`src/rtl/phyctl_pkg.sv`:
```
package phyctl_pkg;
  localparam int REG_W = 16;
  // bit positions decoded by the management side
  localparam int B_RESET   = 15;
  localparam int B_LOOP    = 14;
  localparam int B_PDOWN   = 11;
  localparam int B_ISOLATE = 10;
  localparam int B_DUPLEX  = 8;
  localparam int B_COLTEST = 7;
  localparam logic [REG_W-1:0] WR_MASK  = 16'h4D80;
  localparam logic [REG_W-1:0] ONE_MASK = 16'h2000;

  typedef enum logic [1:0] {
    SEQ_IDLE    = 2'd0,
    SEQ_RESET   = 2'd1,
    SEQ_POWERUP = 2'd2
  } seqState_t;

  // strobes from control to datapath
  typedef struct packed {
    logic applyDefaults;
    logic takeWrite;
    logic resetActive;
    logic seqActive;
  } regCmd_t;
endpackage

```
`src/rtl/phyctl_seq.sv`:
```
module phyctl_seq
  import phyctl_pkg::*;
#(
  parameter int TIMER_CYCLES = 50_000_000
) (
  input  logic    clk,
  input  logic    rstN,
  input  logic    wrEn,
  input  logic    wrResetBit,
  input  logic    wrPdBit,
  input  logic    pdNow,
  output regCmd_t cmd,
  output logic    resetActive,
  output logic    powerUpActive,
  output logic    statusClear,
  output logic    errorClear
);
  localparam int CNT_W = (TIMER_CYCLES > 1) ? $clog2(TIMER_CYCLES) : 1;
  localparam logic [CNT_W-1:0] CNT_LOAD = CNT_W'(TIMER_CYCLES - 1);

  seqState_t        stateQ;
  logic [CNT_W-1:0] cntQ;
  logic             accept;
  logic             startReset;
  logic             startPowerUp;
  logic             cancelPowerUp;
  logic             timerDone;

  assign accept        = wrEn && (stateQ != SEQ_RESET);
  assign startReset    = accept && wrResetBit;
  assign startPowerUp  = accept && !wrResetBit && pdNow && !wrPdBit;
  assign cancelPowerUp = accept && !wrResetBit && wrPdBit && (stateQ == SEQ_POWERUP);
  assign timerDone     = (cntQ == '0);

  always_ff @(posedge clk) begin
    if (!rstN) begin
      stateQ <= SEQ_IDLE;
      cntQ   <= '0;
    end else if (startReset) begin
      stateQ <= SEQ_RESET;
      cntQ   <= CNT_LOAD;
    end else if (startPowerUp) begin
      stateQ <= SEQ_POWERUP;
      cntQ   <= CNT_LOAD;
    end else if (cancelPowerUp) begin
      stateQ <= SEQ_IDLE;
      cntQ   <= '0;
    end else if (stateQ != SEQ_IDLE) begin
      if (timerDone) stateQ <= SEQ_IDLE;
      else           cntQ   <= cntQ - 1'b1;
    end
  end

  always_ff @(posedge clk) begin
    if (!rstN) begin
      statusClear <= 1'b0;
      errorClear  <= 1'b0;
    end else begin
      statusClear <= startReset;
      errorClear  <= startPowerUp;
    end
  end

  assign resetActive   = (stateQ == SEQ_RESET);
  assign powerUpActive = (stateQ == SEQ_POWERUP);

  always_comb begin
    cmd.applyDefaults = startReset;
    cmd.takeWrite     = accept && !wrResetBit;
    cmd.resetActive   = resetActive;
    cmd.seqActive     = resetActive || powerUpActive;
  end
endmodule

```
`src/rtl/phyctl_regs.sv`:
```
module phyctl_regs
  import phyctl_pkg::*;
#(
  parameter int ADDR_W = 5
) (
  input  logic              clk,
  input  logic              rstN,
  input  logic [ADDR_W-1:0] phyAddr,
  input  regCmd_t           cmd,
  input  logic [REG_W-1:0]  wrData,
  input  logic              rdEn,
  output logic [REG_W-1:0]  rdData,
  output logic              pdNow,
  output logic              loopbackEn,
  output logic              powerDownEn,
  output logic              isolateEn,
  output logic              fullDuplexEn,
  output logic              colTestEn,
  output logic              lineEnable,
  output logic              miiEnable,
  output logic              colDetectEn
);
  logic [REG_W-1:0] defWord;
  logic [REG_W-1:0] storeQ;
  logic [REG_W-1:0] liveWord;
  logic             dataUp;

  always_comb begin
    defWord            = '0;
    defWord[B_ISOLATE] = (phyAddr == '0);
  end

  // one flop per writable bit, fixed value elsewhere
  for (genvar b = 0; b < REG_W; b++) begin : g_bit
    if (WR_MASK[b]) begin : g_rw
      always_ff @(posedge clk) begin
        if (!rstN || cmd.applyDefaults) storeQ[b] <= defWord[b];
        else if (cmd.takeWrite)         storeQ[b] <= wrData[b];
      end
    end else begin : g_fixed
      assign storeQ[b] = ONE_MASK[b];
    end
  end

  always_comb begin
    liveWord          = storeQ;
    liveWord[B_RESET] = cmd.resetActive;
  end

  assign rdData = rdEn ? liveWord : '0;

  assign loopbackEn   = storeQ[B_LOOP];
  assign powerDownEn  = storeQ[B_PDOWN];
  assign isolateEn    = storeQ[B_ISOLATE];
  assign fullDuplexEn = storeQ[B_DUPLEX];
  assign colTestEn    = storeQ[B_COLTEST];
  assign pdNow        = storeQ[B_PDOWN];

  assign dataUp      = !storeQ[B_PDOWN] && !cmd.seqActive;
  assign lineEnable  = dataUp && !storeQ[B_LOOP];
  assign miiEnable   = dataUp && !storeQ[B_ISOLATE];
  assign colDetectEn = dataUp && (!storeQ[B_LOOP] || storeQ[B_COLTEST]);
endmodule

```
`src/rtl/phy_ctrl_reg.sv`:
```
module phy_ctrl_reg
  import phyctl_pkg::*;
#(
  parameter int ADDR_W       = 5,
  parameter int TIMER_CYCLES = 50_000_000
) (
  input  logic              clk,
  input  logic              rstN,
  input  logic [ADDR_W-1:0] phyAddr,
  input  logic              mgmtWrEn,
  input  logic [15:0]       mgmtWrData,
  input  logic              mgmtRdEn,
  output logic [15:0]       mgmtRdData,
  output logic              busy,
  output logic              loopbackEn,
  output logic              powerDownEn,
  output logic              isolateEn,
  output logic              fullDuplexEn,
  output logic              colTestEn,
  output logic              lineEnable,
  output logic              miiEnable,
  output logic              colDetectEn,
  output logic              statusClear,
  output logic              errorClear
);
  regCmd_t cmd;
  logic    pdNow;
  logic    resetActive;
  logic    powerUpActive;

  phyctl_seq #(.TIMER_CYCLES(TIMER_CYCLES)) i_seq (
    .clk          (clk),
    .rstN         (rstN),
    .wrEn         (mgmtWrEn),
    .wrResetBit   (mgmtWrData[B_RESET]),
    .wrPdBit      (mgmtWrData[B_PDOWN]),
    .pdNow        (pdNow),
    .cmd          (cmd),
    .resetActive  (resetActive),
    .powerUpActive(powerUpActive),
    .statusClear  (statusClear),
    .errorClear   (errorClear)
  );

  phyctl_regs #(.ADDR_W(ADDR_W)) i_regs (
    .clk         (clk),
    .rstN        (rstN),
    .phyAddr     (phyAddr),
    .cmd         (cmd),
    .wrData      (mgmtWrData),
    .rdEn        (mgmtRdEn),
    .rdData      (mgmtRdData),
    .pdNow       (pdNow),
    .loopbackEn  (loopbackEn),
    .powerDownEn (powerDownEn),
    .isolateEn   (isolateEn),
    .fullDuplexEn(fullDuplexEn),
    .colTestEn   (colTestEn),
    .lineEnable  (lineEnable),
    .miiEnable   (miiEnable),
    .colDetectEn (colDetectEn)
  );

  assign busy = resetActive || powerUpActive;
endmodule

```
`config.mk`:
```
export PLATFORM = sky130hd
export DESIGN_NAME = phy_ctrl_reg
export DESIGN_NICKNAME = d
export VERILOG_FILES = /design/src/rtl/phyctl_pkg.sv /design/src/rtl/phyctl_seq.sv /design/src/rtl/phyctl_regs.sv /design/src/rtl/phy_ctrl_reg.sv
export SDC_FILE = /design/constraint.sdc
export NUM_CORES = 1
export LEC_CHECK = 0
export BUFFER_PORTS_ARGS = -buffer_cell sky130_fd_sc_hd__buf_4
export CAP_MARGIN = 20
export CORE_ASPECT_RATIO = 0.6
export CORE_MARGIN = 2
export CORE_UTILIZATION = 35
export CTS_CLUSTER_SIZE = 12
export DETAILED_ROUTE_END_ITERATION = 16
export GPL_TIMING_DRIVEN = 1
export PLACE_DENSITY = 0.66
export SLEW_MARGIN = 30
export SYNTH_ARGS = -nofsm -noshare
export SYNTH_HDL_FRONTEND = slang
export SYNTH_SLANG_ARGS = --single-unit
```
`constraint.sdc`:
```
create_clock -name clk -period 3.3 [get_ports clk]
set_clock_uncertainty 0.2 [all_clocks]
set_input_delay 0.66 -clock clk [delete_from_list [all_inputs] [get_ports clk]]
set_output_delay 0.66 -clock clk [all_outputs]
set_load 0.005 [all_outputs]
```
### Yosys cells after proc, flatten, opt, wreduce, memory -nomap -nowiden

Index checks and enable logic that the tools add are counted.

* $add $sub $neg: 1
* equal/unequal tests: 4
* muxes and demuxes: 13
* bitwise operators: 2
* reduce and logical (&&, ||, !) cells: 35

Operators by type and width (number)
* $mux 26: 5
* $logic_not 26->1: 1
* $sub 26x1->26 const B: 1
* $mux 16: 1
* $logic_and 1x1->1: 11
* $mux 2: 4
* $reduce_and 2->1: 4
* $reduce_bool 4->1: 2
* $logic_not 1->1: 7
* $reduce_bool 3->1: 2
* $logic_not 5->1: 1
* $ne 4x1->1 const B: 1
* $reduce_bool 2->1: 2
* $reduce_or 4->1: 1
* $logic_or 1x1->1: 3
* $mux 1: 3
* $eq 2x1->1 const B: 1
* $eq 2x2->1 const B: 1
* $ne 2x1->1 const B: 1
* $not 1->1: 2
* $reduce_or 2->1: 1

* bits in registers: 35
* output and inout port bits: 27
* word-level logic and storage cells: 66

### Logic depth before layout (Yosys ltp)

Gate-level depths: netlist (run 1).

* depth in word-level cells: 8
* gate-level depth with buffers: 9
* gate-level depth less buffers: 7

### Modules after synthesis

A second synthesis (run 1) with hierarchy kept.

* cell total of the unflattened synthesis: 254
* area, all modules: 2177.1 sq um

Modules (own cells, without submodules)
* phyctl_seq: instances 1, cells each 211, area an instance 1806.7 sq um, seq. area each 600.6 sq um
* phyctl_regs: instances 1, cells each 42, area an instance 364.1 sq um, seq. area each 110.1 sq um
* phy_ctrl_reg: instances 1, cells each 1, area an instance 6.3 sq um, seq. area each 0.0 sq um

### Least setup slack after synthesis (run 1)

OpenSTA, ideal clock, no wires.

* path type: register to register
* from: register i_seq.cntQ[0]
* to: register i_seq.cntQ[19]
* library setup time: 0.148 ns
* arrival time: 1.988 ns
* required time: 2.952 ns
* slack: 0.964 ns
* stages on the path, launching flop included: 10
* buffers on the path: 2
* clock period less this slack: 2.336 ns
* cells stage by stage: dfxtp_1 inv_1 ha_1 nor3b_1 and4_1 clkbuf_1 a21oi_1 buf_2 a211oi_1 a211oi_1

* longest elaborated chain between the ends: 6

RTL lines
* start: declaration: RTL line phyctl_seq.sv:22 `logic [CNT_W-1:0] cntQ;`
* start signal: assignment: RTL line phyctl_seq.sv:50 `else cntQ <= cntQ - 1'b1;`
* $sub 26x1->26: RTL line phyctl_seq.sv:50
* $mux 26: RTL line phyctl_seq.sv:49 `if (timerDone) stateQ <= SEQ_IDLE;`
* $mux 26: RTL line phyctl_seq.sv:48 `end else if (stateQ != SEQ_IDLE) begin`
* $mux 26: RTL line phyctl_seq.sv:45 `end else if (cancelPowerUp) begin`
* $mux 26: RTL line phyctl_seq.sv:42 `end else if (startPowerUp) begin`
* $mux 26: RTL line phyctl_seq.sv:39 `end else if (startReset) begin`

Several ways; a longest one is shown, not always the timed one. The select of a mux whose other input is x is not followed.
A chain may end at the register's enable or synchronous reset.

### Worst setup path after layout (run 1)

* from: register i_seq.stateQ[1]
* to: register i_seq.cntQ[16]

* longest elaborated chain between the ends: 6

RTL lines
* start: declaration: RTL line phyctl_seq.sv:21 `seqState_t stateQ;`
* start signal: assignment: RTL line phyctl_seq.sv:37 `stateQ <= SEQ_IDLE;`
* start signal: assignment: RTL line phyctl_seq.sv:40 `stateQ <= SEQ_RESET;`
* start signal: assignment: RTL line phyctl_seq.sv:43 `stateQ <= SEQ_POWERUP;`
* $ne 2x1->1: RTL line phyctl_seq.sv:29 `assign accept = wrEn && (stateQ != SEQ_RESET);`
* $logic_and 1x1->1: RTL line phyctl_seq.sv:29
* $logic_and 1x1->1: RTL line phyctl_seq.sv:31, phyctl_seq.sv:32
* $logic_and 1x1->1 (on tied branches) (2 in series): RTL line phyctl_seq.sv:32, phyctl_seq.sv:31
* $reduce_or 4->1 (no source line)

Several ways; a longest one is shown, not always the timed one.

==> results of run 1 <==
registers in the layout, indices dropped and copies added, names as in the netlist:
register	flops
i_regs.loopbackEn	1
i_seq.errorClear	1
i_regs.colTestEn	1
i_regs.pdNow	1
i_seq.stateQ	2
i_seq.statusClear	1
i_regs.isolateEn	1
i_regs.fullDuplexEn	1
i_seq.cntQ	26
report_power, final:
part | switching (mW) | internal [mW] | total [mW]
combinational | 0.194 | 0.145 | 0.339
clock | 0.161 | 0.147 | 0.308
sequential | 0.0383 | 0.455 | 0.493
Yosys cell counts, types with 5 or more instances:
cell type   n  area, um^2
clkbuf_1    7       26.28
a211oi_1   13       97.59
o21ai_0    11       55.05
o21a_1      7       52.55
buf_4      10       75.07
and2_1      7       43.79
nand3_1     6       30.03
a21oi_1     9       45.04
nor4_1      9       56.30
ha_1        5       62.56
nor3_1     10       50.05
or4_1       8       60.06
or3_1      11       68.82
nand2_1    18       67.56
dfxtp_1    34       680.7
nand2b_1    5       31.28
inv_1       9       33.78
nor2_1     25       93.84
a311oi_1    7       61.31
worst max-delay path, stage by stage (launching register included):
cell and delay, ps:
dfxtp_1 310, inv_1 110, ha_1 260, nand2b_1 330
o21ai_0 320, nand3b_1 470, or4_1 580, nand2_1 70
per-layer routing:
layer | global-route usage (%) | part of all wire, % | vias up
li1 | - | - | 1061
met1 | 29.82 | 54 | 1032
met2 | 26.69 | 38 | 74
met3 | 4.728 | 7.0 | 5
met4 | 6.086 | 0.88 | 0
met5 | 0 | 0 | -
final timing paths:
path / from / to / slack, ps / depth (start not counted)
max: i_seq.stateQ[1]$_SDFFE_PN0P_ / i_seq.cntQ[16]$_SDFFE_PP0P_ / 600 / 7
min: i_seq.stateQ[0]$_SDFFE_PN0P_ / i_seq.stateQ[0]$_SDFFE_PN0P_ / 300 / 2
max reg2reg: i_seq.stateQ[1]$_SDFFE_PN0P_ / i_seq.cntQ[16]$_SDFFE_PP0P_ / 600 / 7
min reg2reg: i_seq.stateQ[0]$_SDFFE_PN0P_ / i_seq.stateQ[0]$_SDFFE_PN0P_ / 300 / 2
final cells by class:
| cell class | count | area (um^2) |
|---|---|---|
| tap | 84 | 105.1 |
| clock inverter | 2 | 12.51 |
| inverter | 9 | 33.78 |
| sequential | 35 | 710.7 |
| fill | 634 | 3477 |
| clock buffer | 6 | 72.57 |
| timing repair buffer | 41 | 307.8 |
| multi-input combinational | 210 | 1336 |
cells by family (layout without fill, tap and decap cells):
group / count (synthesis) / count (layout) / share of synthesized area, %
simple gates: 122 / 122 / 31.93
compound gates: 69 / 69 / 23.17
flops: 35 / 35 / 32.74
buf+inv: 30 / 58 / 7.089
fa+ha+maj: 5 / 5 / 2.882
xor+xnor: 5 / 5 / 2.017
other cells: 1 / 9 / 0.1727
per-stage QoR:
stage	utilization (%)	setup WS, ps	instances	instance area [um^2]
5_1_grt	42.58	396.5	387	2579
4_1_cts	42.58	637.8	387	2579
2_1_floorplan	-	963.8	275	2201
6_report	42.58	601.0	387	2579
3_5_place_dp	41.18	593.2	379	2494
3_3_place_gp	41.18	627.6	379	2494
==> metrics.md, run 1 <==
| Metric | Value |
|---|---|
| Outcome | `completed` |
| Layout cell share with drive strength beyond 1 | `about a fifth` |
| Total CTS buffers | `5` |
| H-tree depth | `2` |
| Post-Synthesis Cell Area | `~2200 um^2` |
| Initial drt markers | `between 150 and 200` |
| Lkg Pwr | `1.036 nW` |
| Post-CTS Setup Bufs | `0` |
| Critical Path RT | `3350 ps` |
| Initial antenna violation count | `0` |
| Detailed Place HPWL | `4811 um` |
| Clock sink count | `35` |
| I/O pin count | `52` |
| Layout area overhead | `18.79%` |
| MaxCap Viol Count | `0` |
| Clk buf depth | `2` |
| PwrDens | `442.3 nW/um^2` |
| Pin count of the biggest net entering global routing | `18` |
| Slew headroom | `a little over half` |
| Root buf cell | `clkbuf_8` |
| First-pass GRT wire length | `around 10,000 um` |
| Yosys reg bits | `35` |
| Yosys Warn Count | `0` |
| Yosys cell types | `between 50 and 60` |
| Gr ovfl total | `0` |
| Routed len/inst | `between 15 and 20 um` |
| Die footprint | `~6900 um^2` |
| Sequential cell area fraction in the yosys report | `around a third` |
| Async S/R FF share, synth | `0%` |
| Number of synthesized flops with an enable pin | `1` |
| GRT Total Usage | `19.62%` |
| Total number of vias | `between 2,000 and 2,500` |
| Min cycle time layout | `2699 ps` |
| Hold Slack | `between 300 and 400 ps` |
| Hold buffers post-CTS | `0` |
| DRT antenna net count | `0` |
| Syn Area/Cell | `8.130 um^2` |
| Clk_lat worst skew | `about 300 ps` |
| RSZ-0062 raised after global routing | `false` |
| Chip width | `between 100 and 150 um` |
| Fmax | `370.5 MHz` |
| Post_cts resized | `0` |
| Setup TNS | `0 ps` |
| Startpoint types | `flop` |
| Top_reg_cell synth | `dfxtp_1` |
| CP Capture Type | `flop` |
| Die height | `65.01 um` |
| HP Class | `reg2reg` |
| Placer Congestion | `around 0.83` |
| Router iterations before antenna repair | `5` |
| Design Power | `between 1 and 1.5 mW` |
| WP data arrival | `between 2000 and 3000 ps` |
| Worst vdd ir | `0.0002113 V` |
| Port bufs | `32` |
| CTS clk-pin slew, worst paths | `80 ps` |
| Cells after synthesis | `267` |
| CP Class | `reg2reg` |
| Worst slew pin tran | `between 600 and 700 ps` |
| CTS tree | `done` |
| Final hold violations | `0` |
| Via density per instance | `5.612` |
| Effective utilization at floorplan | `a little over a third` |
| Post-Route WL | `between 6000 and 7000 um` |
| Core Area | `just over 6000 um^2` |
| Crit share post-route | `81.79%` |
| Commonest cells after routing, fill and taps aside | `41 x buf_4, 34 x dfxtp_1, 25 x nor2_1, 18 x nand2_1, 13 x a211oi_1` |
| Vias in the first global route | `1,968` |
| Crit path max fanout | `8` |
| Layout Nets | `332` |
| Final setup fails | `0` |
| Final Slew Violations | `0` |
| Antenna cell count | `0` |
| Drc violations | `0` |
| # rows | `22` |
| Commonest non-fill, non-tap cell in the layout | `buf_4` |
Note: power is estimated with default switching activity, not from simulation.
==> inputs of run 2 (changes only) <==
Settings changed: PLACE_DENSITY 0.66 to 0.68.
Clock period 3.3 ns to 2.4 ns, I/O delays scaled along.
==> run 2 against run 1 <==
Against the previous run: combinational power rose by 81%; power is 54% higher; critical endpoint is now i_seq.cntQ[23]$_SDFFE_PN0P_; via count is 7.8% higher; utilization grew 6.2 points; wire length grew 6.5%; worst hold slack got worse by 68 ps.
==> metrics.md, run 2 (synthesis gave the netlist of run 1 again) <==
| Metric | Value |
|---|---|
| HP Class | `in2reg` |
| Critical Path RT | `2370 ps (-980 ps)` |
| Startpoint types | `flop` |
| # rows | `22 (unchanged)` |
| Clock sink count | `35 (unchanged)` |
| Final core occ | `48.82% (+6.2 points)` |
| Final Slew Violations | `0 (unchanged)` |
| Layout cell share with drive strength beyond 1 | `32.93% (+13 points)` |
| CP Capture Type | `flop` |
| Logic pwr share | `34.7% (+4.9 points)` |
| Gr ovfl total | `0 (unchanged)` |
| CTS tree | `done` |
| Fmax | `417.6 MHz (+13%)` |
| Filler cell count | `587 (-7.4%)` |
| Outcome | `completed` |
| Design Power | `1.761 mW (+54%)` |
| Seq pwr share | `37.8% (-5.4 points)` |
| I/O pin count | `52 (unchanged)` |
| Worst vdd ir | `0.0002919 V (+38%)` |
| CTS clk-pin slew, worst paths | `70 ps (about the same)` |
| Crit share post-route | `99.78% (+18 points)` |
| Placer Congestion | `0.8726 (+5.0%)` |
| Hold buffers post-CTS | `0 (unchanged)` |
| DRT antenna net count | `0 (unchanged)` |
| Clk_lat worst skew | `290 ps (about the same)` |
| Pint | `1.171 mW (+57%)` |
| Crit path from | `i_seq.cntQ[19]$_SDFFE_PN0P_` |
| Pin count of the biggest net entering global routing | `17 (-1)` |
| Layout area overhead | `36.20%` |
| Final worst slack | `5.351 ps (-595.7 ps)` |
| Core Area | `6056 um^2 (unchanged)` |
| Root buf cell | `clkbuf_8` |
| Total CTS buffers | `5 (unchanged)` |
| RSZ-0062 raised after global routing | `true` |
| Switching share of total power | `33.50% (-0.96 points)` |
| Start of the worst register-to-register path | `i_seq.cntQ[19]$_SDFFE_PN0P_` |
| Drc violations | `0 (unchanged)` |
| Min cycle time layout | `2395 ps (-304.3 ps)` |
| Clk buf depth | `2 (unchanged)` |
| Initial drt markers | `230 (+24%)` |
| WP data arrival | `2360 ps (-390 ps)` |
| Origin of the worst min-delay path | `mgmtWrData[7]` |
| Router iterations before antenna repair | `5 (unchanged)` |
| Max reg flops | `26 (unchanged)` |
| CP Class | `reg2reg` |
| Final hold violations | `0 (unchanged)` |
| Lkg Pwr | `1.217 nW (+18%)` |
| Register area | `715.7 um^2 (+0.70%)` |
| Layout Nets | `363 (+9.3%)` |
| Commonest non-fill, non-tap cell in the layout | `buf_4` |
| Chip width | `105.7 um (unchanged)` |
| Die footprint | `6869 um^2 (unchanged)` |
| GRT Total Usage | `20.66% (+1.0 points)` |
| H-tree depth | `2 (unchanged)` |
| Via density per instance | `5.603 (-0.17%)` |
| Antenna cell count | `0 (unchanged)` |
| Largest regs | `i_seq.cntQ: 26 flops, i_seq.stateQ: 2 flops` |
| Clk pwr share | `27.4% (+0.4 points)` |
| MaxCap Viol Count | `0 (unchanged)` |
| Setup WS pre-CTS | `-127.2 ps (-720.3 ps)` |
| Effective utilization at floorplan | `35.85% (unchanged)` |
| Routed len/inst | `16.25 um (-1.4%)` |
| Post-Route WL | `6794 um (+6.5%)` |
| PwrDens | `595.5 nW/um^2 (+35%)` |
| Multi-input gate area | `1445 um^2 (+8.1%)` |
| Detailed Place HPWL | `5103 um (+6.1%)` |
| Crit path max fanout | `4 (-4)` |
| Vias in the first global route | `2,187 (+11%)` |
| Psw | `0.5899 mW (+50%)` |
| Commonest cells after routing, fill and taps aside | `70 x buf_4, 32 x dfxtp_1, 24 x nor2_1, 18 x nand2_1` |
| Total number of vias | `2,342 (+7.8%)` |
| Largest reg by FF count | `i_seq.cntQ` |
| Finished Cell Area | `2957 um^2 (+15%)` |
| Port bufs | `32 (unchanged)` |
| First-pass GRT wire length | `11,190 um (+8.4%)` |
| Initial antenna violation count | `0 (unchanged)` |
| Die height | `65.01 um (unchanged)` |
| Placed instance area | `2696 um^2 (+8.1%)` |
| Final setup fails | `0 (unchanged)` |
## run 2: cell count changes in the layout (fill, tap and decap cells not counted), sizes merged
cell and delta:
clkinv -1, clkinvlp -1, clkbuf +2, buf +31
## run 2: worst max-delay path, cell delays in order (launching register included)
cell and delay [ps]:
dfxtp_1 340, or4_4 530, or4_4 610, o311a_1 360, o21ai_1 140, nand3_1 100
## run 2: what timing repair did
item / CTS / global route
pin swaps: 1 / 5
setup endpoints to repair: 15 / 22
buffers inserted: 0 / 4
gates resized for setup: 5 / 20
## run 2: area by class of cell
class | count | area share (%)
well taps | 84 | 3.555
inverters | 9 | 1.143
multi-input cells | 210 | 48.88
repair buffers | 72 | 18.83
flip-flops and latches | 35 | 24.21
clock buffers | 8 | 3.386
## run 2: power by group through the flow
stage / sequential, mW / clock, mW / combinational, mW
global placement: 0.674 / 0 / 0.514
finish: 0.666 / 0.483 / 0.612
global route: 0.671 / 0.520 / 0.664
floorplan: 0.673 / 0 / 0.317
CTS: 0.663 / 0.484 / 0.542
detailed placement: 0.676 / 0 / 0.524
## run 2: worst paths after layout
| kind | depth (start not counted) | endpoint | slack [ps] |
|---|---|---|---|
| setup reg to reg | 5 | i_seq.cntQ[23]$_SDFFE_PN0P_ | 5 |
| hold / removal | 3 | i_regs.colTestEn$_SDFFE_PN0P_ | 240 |
| setup / recovery | 5 | i_seq.cntQ[23]$_SDFFE_PN0P_ | 5 |
| hold reg to reg | 1 | i_seq.cntQ[0]$_SDFFE_PN0P_ | 260 |
## run 2: metal layers
layer | share of wire [%] | vias to the layer above | track usage [%]
met5 | 0 | - | 0
met4 | 1.1 | 0 | 4.112
met3 | 10 | 12 | 5.131
met2 | 40 | 103 | 28.47
met1 | 48 | 1108 | 31.87
li1 | - | 1119 | -
## run 2: stage by stage
stage | setup TNS (ps) | cells | hold slack [ps]
final | 0 | 418 | 236.8
after floorplan | 0 | 275 | 260.4
after global routing | -343.1 | 418 | 251.8
after CTS | 0 | 414 | 229.8
after detailed placement | -881.6 | 406 | 289.9
after global placement | -755.2 | 406 | 287.5
